$ cat src/rtl/nram_pkg.sv
package nram_pkg;
   localparam logic [7:0] OP_NOP    = 8'h00;
   localparam logic [7:0] OP_PREFIX = 8'h02;
   localparam logic [7:0] OP_LDPTR  = 8'h5F;
   localparam logic [7:0] OP_CLRB   = 8'h04;
   localparam logic [7:0] OP_SETB   = 8'h0C;
   localparam logic [7:0] OP_TSTB   = 8'h54;
   localparam logic [7:0] BITOP_SEL = 8'hFC;

   typedef enum logic [1:0] {K_NONE, K_CLR, K_SET, K_TST} bitop_e;

   function automatic bitop_e decode_bitop(input logic [7:0] op);
      if ((op & BITOP_SEL) == OP_CLRB)      return K_CLR;
      else if ((op & BITOP_SEL) == OP_SETB) return K_SET;
      else if ((op & BITOP_SEL) == OP_TSTB) return K_TST;
      else                                  return K_NONE;
   endfunction
endpackage

$ cat src/rtl/nram_seq.sv
module nram_seq
   import nram_pkg::*;
(
   input  logic       clk,
   input  logic       rst_n,
   input  logic       ins_valid,
   input  logic [7:0] ins_op,
   input  logic [7:0] ins_operand,
   input  logic       ins_kill,
   output logic       phase_b,
   output logic [7:0] exec_op,
   output logic [7:0] opd_q
);
   logic accept;
   assign accept = ins_valid && !phase_b;

   always_ff @(posedge clk) begin
      if (!rst_n) begin
         phase_b <= 1'b0;
         exec_op <= OP_NOP;
         opd_q   <= '0;
      end else begin
         phase_b <= accept;
         if (accept) begin
            exec_op <= ins_kill ? OP_NOP : ins_op;
            opd_q   <= ins_operand;
         end
      end
   end
endmodule

$ cat src/rtl/nram_addr_gen.sv
module nram_addr_gen
   import nram_pkg::*;
#(
   parameter int AW = 7
) (
   input  logic          clk,
   input  logic          rst_n,
   input  logic          phase_b,
   input  logic [7:0]    exec_op,
   input  logic [7:0]    opd_q,
   output logic [AW-1:0] ram_addr,
   output logic          prefix_q
);
   localparam int BMW = AW - 4;
   localparam logic [AW-1:0] HI_BIT = {1'b1, {(AW-1){1'b0}}};

   logic [3:0]     col_q;
   logic [BMW-1:0] bank_q;
   logic [AW-1:0]  raw;

   always_ff @(posedge clk) begin
      if (!rst_n) begin
         col_q    <= '0;
         bank_q   <= '0;
         prefix_q <= 1'b0;
      end else if (phase_b) begin
         prefix_q <= (exec_op == OP_PREFIX);
         if (exec_op == OP_LDPTR) begin
            col_q  <= opd_q[3:0];
            bank_q <= opd_q[AW-1:4];
         end
      end
   end

   assign raw      = {bank_q, col_q};
   assign ram_addr = prefix_q ? (raw | HI_BIT) : raw;
endmodule

$ cat src/rtl/nram_bit_alu.sv
module nram_bit_alu
   import nram_pkg::*;
(
   input  logic       phase_b,
   input  logic [7:0] exec_op,
   input  logic [3:0] ram_rdata,
   output logic [3:0] ram_wdata,
   output logic       ram_we,
   output logic       skip_req
);
   bitop_e     kind;
   logic [1:0] bsel;
   logic       fill;

   assign kind = decode_bitop(exec_op);
   assign bsel = exec_op[1:0];
   assign fill = (kind == K_SET);

   for (genvar i = 0; i < 4; i++) begin : g_bit
      assign ram_wdata[i] = (bsel == 2'(i)) ? fill : ram_rdata[i];
   end

   assign ram_we   = phase_b && (kind == K_CLR || kind == K_SET);
   assign skip_req = phase_b && (kind == K_TST) && ram_rdata[bsel];
endmodule

$ cat src/rtl/nram_bitop_unit.sv
module nram_bitop_unit
   import nram_pkg::*;
#(
   parameter int DATA_AW = 7
) (
   input  logic               clk,
   input  logic               rst_n,
   input  logic               ins_valid,
   input  logic [7:0]         ins_op,
   input  logic [7:0]         ins_operand,
   input  logic               ins_kill,
   output logic [DATA_AW-1:0] ram_addr,
   input  logic [3:0]         ram_rdata,
   output logic [3:0]         ram_wdata,
   output logic               ram_we,
   output logic               skip_req
);
   if (DATA_AW < 5 || DATA_AW > 8) begin : g_bad_aw
      $error("nram_bitop_unit: DATA_AW must lie in 5..8");
   end

   logic       phase_b;
   logic [7:0] exec_op;
   logic [7:0] opd_q;
   logic       prefix_q;

   nram_seq u_seq (
      .clk(clk), .rst_n(rst_n), .ins_valid(ins_valid), .ins_op(ins_op),
      .ins_operand(ins_operand), .ins_kill(ins_kill),
      .phase_b(phase_b), .exec_op(exec_op), .opd_q(opd_q)
   );

   nram_addr_gen #(.AW(DATA_AW)) u_addr (
      .clk(clk), .rst_n(rst_n), .phase_b(phase_b), .exec_op(exec_op),
      .opd_q(opd_q), .ram_addr(ram_addr), .prefix_q(prefix_q)
   );

   nram_bit_alu u_alu (
      .phase_b(phase_b), .exec_op(exec_op), .ram_rdata(ram_rdata),
      .ram_wdata(ram_wdata), .ram_we(ram_we), .skip_req(skip_req)
   );
endmodule

$ cat config.mk
export PLATFORM = sky130hd
export DESIGN_NAME = nram_bitop_unit
export DESIGN_NICKNAME = d
export VERILOG_FILES = /design/src/rtl/nram_pkg.sv /design/src/rtl/nram_seq.sv /design/src/rtl/nram_addr_gen.sv /design/src/rtl/nram_bit_alu.sv /design/src/rtl/nram_bitop_unit.sv
export SDC_FILE = /design/constraint.sdc
export NUM_CORES = 1
export LEC_CHECK = 0
export CORE_MARGIN = 1.5
export CORE_UTILIZATION = 35
export CTS_BUF_LIST = sky130_fd_sc_hd__clkbuf_16
export DETAILED_ROUTE_END_ITERATION = 12
export GPL_TIMING_DRIVEN = 0
export PLACE_DENSITY = 0.73
export SLEW_MARGIN = 20
export SYNTH_ARGS = -nofsm -noshare
export SYNTH_HDL_FRONTEND = slang
export SYNTH_SLANG_ARGS = --single-unit
$ cat constraint.sdc
create_clock -name clk -period 2.48 [get_ports clk]
set_clock_uncertainty 0.2 [all_clocks]
set_input_delay 0.248 -clock clk [delete_from_list [all_inputs] [get_ports clk]]
set_output_delay 0.248 -clock clk [all_outputs]
set_load 0.01 [all_outputs]
# Word level (Yosys, flattened, before mapping)
# Index checks and enable logic that the tools add are counted.
# word_totals
register_bits	24
input_bits	24
out_inout_bits	13
elab_cells	37
# op_classes
magnitude_cmp	1
eq_ne	11
mux	11
n_reduce_logical	8
# op_table
op	count
$eq 2x2->1 const B	4
$eq 8x2->1 const B	1
$eq 8x7->1 const B	1
$mux 8	1
$mux 7	1
$eq 6x1->1 const B	1
$eq 6x2->1 const B	1
$eq 6x5->1 const B	1
$mux 2	3
$mux 1	5
$eq 2x1->1 const B	2
$logic_and 1x1->1	4
$lt 2x3->1 const B	1
$bmux 1 s2	1
$logic_not 2->1	1
$reduce_and 2->1	1
$logic_not 1->1	1
$logic_or 1x1->1	1

# Longest topological paths before layout
# depth
ltp_word	7
depth_mapped	7
mapped_depth_nobuf	6

# Modules after synthesis
# Synthesis repeated with hierarchy kept, for this count alone.
# hier_totals
cells_unflattened	140
area_unflattened_um2	1291.2
# by_module_without_submodules
module	n_inst	cells_each	area_each_um2	seq_area_each_um2
nram_seq	1	73	693.2	340.3
nram_addr_gen	1	47	420.4	160.2
nram_bit_alu	1	20	177.7	0.0

# Least setup slack after synthesis
# OpenSTA, ideal clock, no wires.
# synth_path
path_type	register -> output
from	reg u_seq.exec_op[7]
to	out ram_wdata[0]
arrival_time_ns	1.429
required_time_ns	2.032
setup_slack_ns	0.603
stages_incl_launch_ff	6
n_path_buf	0
path_cell_list	dfxtp_1 -> nor4_1 -> o21a_1 -> inv_1 -> ha_1 -> mux2_2
# synth_via
elab_chain_len	6
elab_cells_between_ends	8
cone_classes	eq/ne (4); mux (4)
# synth_rtl
element	line	text
start, declared	nram_seq.sv:11	output logic [7:0] exec_op,
start signal, assigned	nram_seq.sv:25	exec_op <= ins_kill ? OP_NOP : ins_op;
$eq 6x5->1	nram_pkg.sv:15	else if ((op & BITOP_SEL) == OP_TSTB) return K_TST;
$mux 2	nram_pkg.sv:15	
$mux 2	nram_pkg.sv:14	else if ((op & BITOP_SEL) == OP_SETB) return K_SET;
$mux 2 *	nram_pkg.sv:13	if ((op & BITOP_SEL) == OP_CLRB) return K_CLR;
$eq 2x2->1 *	nram_bit_alu.sv:17	assign fill = (kind == K_SET);
$mux 1 *	nram_bit_alu.sv:20	assign ram_wdata[i] = (bsel == 2'(i)) ? fill : ram_rdata[i];
end, declared	nram_bitop_unit.sv:14	output logic [3:0] ram_wdata,
# Mark *: on every way between the ends. The rest lies on a longest branch, timed or not.

# Final worst setup path
# layout_path
from	reg u_seq.exec_op[6]
to	out ram_wdata[2]
# Same word-level chain as after synthesis.

==> PnR_summary.wiki <==
{| class="wikitable"
! Metric !! Value
|-
| Total number of vias || 1111
|-
| Remaining DRCs || 0
|-
| Most used standard cells in the synthesized netlist || nand2_1, dfxtp_1, a21oi_1
|-
| Num ports || 37
|-
| Final number of hold-violating endpoints || 0
|-
| Number of global-route vias before repair || 1020
|-
| Largest cells by area after synthesis || dfxtp_1, a21oi_1, nand2_1
|-
| Grt ovf || 0
|-
| Mean routed wirelength per cell || 12.4 um
|-
| Max cap viols || 0
|-
| Worst hold path stage count || 2
|-
| Post-route worst setup slack || 0.136 ns
|-
| Antenna viol nets, final || 0
|-
| Final setup violation count || 0
|-
| Depth of the most critical reg-to-reg path || 4
|-
| Horiz. Die Dim || 60.8 um
|-
| Family with the most delay on the worst path || flip-flops
|-
| Library cell with the highest instance count after synthesis || nand2_1
|-
| Reg-to-Reg End || u_addr.col_q[0]$_SDFFE_PN0P_
|-
| Leakage power total || 0.635 nW
|-
| Pwr/cell area || 567 mW/mm^2
|-
| Clock net sink count || 24
|-
| Core Region || 0.00310 mm^2
|-
| Mapped Nets || 164
|-
| Worst hold margin || 0.261 ns
|-
| Number of slew-limit violations in the final report || 0
|-
| Share of the clock period used by the worst path || 94.5%
|-
| Pre-CTS setup slack || -0.0981 ns
|-
| Maximum VDD drop || 0.000289 V
|-
| Average footprint of a synthesized cell || 8.47 um^2
|-
| Delay of the slowest cell on the worst path || 0.36 ns
|-
| Proportion of synthesized flip-flops having asynchronous set or reset || 0%
|-
| Final HPWL DP || 2.06 mm
|-
| Setup TNS || 0 ns
|-
| DR pass1 iterations || 4
|-
| Startpoint of the tightest hold check path || u_seq.opd_q[3]$_SDFFE_PN0P_
|-
| Area of the die || 0.00369 mm^2
|-
| CTS root buffer || clkbuf_16
|-
| Number of cells on the critical path || 7
|-
| Cell variety after synth || 29
|-
| Wire length of the first global-routing pass || 4.62 mm
|-
| Number of hold-repair buffers added at the cts stage || 0
|-
| Tightest slew margin relative to the limit || 70.3%
|-
| Layout Cell Area excl Fill || 0.00171 mm^2
|-
| Yosys top cell by area || dfxtp_1
|-
| Die Ht || 60.8 um
|-
| Total clock buffers created by CTS || 3
|-
| #FFs+latches synth || 24
|-
| Clock tree from TritonCTS || built
|-
| Unrepaired setup endpoints after global routing || no
|-
| Global placement routability congestion || 0.738
|-
| Critical R2R Launch || u_seq.exec_op[5]$_SDFFE_PN0P_
|-
| Hold endpoint || u_seq.opd_q[3]$_SDFFE_PN0P_
|-
| Result of the run || finished clean
|-
| Data required time at the worst endpoint || 2.03 ns
|-
| Post-layout utilization of the core || 55.0%
|-
| Starting Density || 37.7%
|-
| Worst endpoint data arrival time || 1.90 ns
|-
| Upper clock frequency limit || 0.427 GHz
|-
| Cells after Synth || 138
|-
| Category of the most critical setup path || reg2out
|-
| Antenna violations before repair || 0
|-
| Critical-path maximum fanout || 4
|-
| Largest net degree at the start of global routing || 15
|-
| CP cell instances || nor4_4 > o21a_1 > inv_1 > ha_2 > buf_4 > mux2_2 > clkbuf_2
|-
| Sequential fraction of the synthesis area || 41.1%
|-
| Count of flip-flops with a built-in enable after synthesis || 0
|-
| Number of buffers added on ports || 35
|-
| Commonest register cell after synthesis || dfxtp_1
|-
| Reg-to-reg setup timing slack || 1.02 ns
|-
| Max stage delay cell, worst path || dfxtp_4
|-
| Clock network latency to the later pin of the worst-skew pair || 0.25 ns
|-
| Final routed wirelength across all metal layers || 2.76 mm
|-
| Layout overhead on the synthesized area || 46.1%
|-
| Maximum level of the CTS H-tree || 1
|-
| Overall fraction of global-route tracks in use || 16.5%
|-
| Nature of the critical path startpoint || flip-flop
|-
| Type of the most critical hold path || reg2reg
|-
| CTS clk-pin slew, worst paths || 0.06 ns
|-
| Post-synthesis instance area || 0.00117 mm^2
|-
| Worst path bufs/invs || 3
|-
| Area share of the largest cell type after synthesis || 41.1%
|-
| Synth warn || 0
|-
| Transition time of the tightest slew-check pin || 0.445 ns
|-
| Net count reported at finish || 206
|-
| Deepest clock path buffer count || 2
|-
| Cell area after placement || 0.00157 mm^2
|-
| Routed vias/inst || 4.98
|-
| Iteration-0 DRC count of the detailed router || 41
|-
| Row count || 20
|-
| Share of final-layout standard cells stronger than drive strength 1 || 17.9%
|-
| Number of inserted filler cells in the final layout || 319
|-
| Number of antenna repair diodes || 0
|-
| Post-layout minimum cycle time || 2.34 ns
|-
| Worst Setup End Kind || output port
|}
-- where the power goes --
group	internal (mW)	total, mW	switching, mW
clock network	0.320	0.452	0.132
registers	0.398	0.410	0.0119
logic	0.0637	0.107	0.0432
-- kinds of logic (layout without fill, tap and decap cells) --
logic type	Yosys count	count (layout)	share of synthesized area (%)
flops	24	24	41.1
compound gates	31	31	15.0
mux	5	5	5.67
fa+ha+maj	2	2	2.14
simple gates	61	61	28.7
buf+inv	15	56	7.39
-- flip-flops by register name, indices dropped and copies added, names as in the netlist --
name             cells
u_seq.exec_op        8
u_seq.opd_q          7
u_addr.col_q         4
u_addr.bank_q        3
u_addr.prefix_q      1
u_seq.phase_b        1
-- per-stage QoR --
step | power, mW | instances
6_report | 0.969 | 223
5_1_grt | 1.00 | 223
4_1_cts | 0.979 | 222
3_5_place_dp | 0.524 | 217
3_3_place_gp | 0.521 | 217
2_1_floorplan | 0.467 | 138
-- layout by cell type, fill, tap and decap left out, types with 4 or more instances in the layout --
cell             Yosys  routed
dfxtp_1             24      20
a21oi_1             23      23
buf_2                5       4
buf_4                2       5
o31ai_1              7       7
clkbuf_2             1       4
nand2b_1             4       4
nand3b_1             8       8
nand4_1              7       7
nand2_1             26      26
clkdlybuf4s50_1      0      29
-- tightest hold or removal path: stages (launching register included) --
cell and delay, ns:
dfxtp_1 0.31, nand2_1 0.05, a21oi_1 0.05
-- per-layer routing --
layer  vias to the layer above  track usage [%]  share of wire (%)
met5                         -                0                  0
met4                         0             8.39                1.2
met3                         2            0.853                3.3
met2                        25             28.7                 49
met1                       516             20.5                 46
li1                        568                -                  -
-- worst max path at each step --
stage	startpoint	to	slack (ns)
after floorplan	u_seq.exec_op[7]$_SDFFE_PN0P_	ram_wdata[0]	0.60
after global placement	u_seq.exec_op[7]$_SDFFE_PN0P_	ram_wdata[0]	0.007
after detailed placement	u_seq.exec_op[7]$_SDFFE_PN0P_	ram_wdata[2]	-0.1
after CTS	u_seq.exec_op[7]$_SDFFE_PN0P_	ram_wdata[1]	0.008
after global routing	u_seq.exec_op[6]$_SDFFE_PN0P_	ram_wdata[2]	0.01
final	u_seq.exec_op[6]$_SDFFE_PN0P_	ram_wdata[2]	0.14
-- what timing repair did --
item	4_1_cts	5_1_grt
setup endpoints to repair	6	3
gates cloned	0	0
setup buffers	2	1
resized for setup	15	7
pin swaps	3	4
-- layout make-up --
type	count	area (um^2)	share of cell area, %
plain buffers	12	73.8	4.32
well taps	44	55.1	3.22
multi-input cells	99	623	36.5
inverters	2	7.51	0.440
clock buffers	3	75.1	4.40
clock inverters	1	30.0	1.76
flip-flops and latches	24	488	28.6
repair buffers	38	355	20.8
No activity file was read; power rests on OpenSTA's default activity.
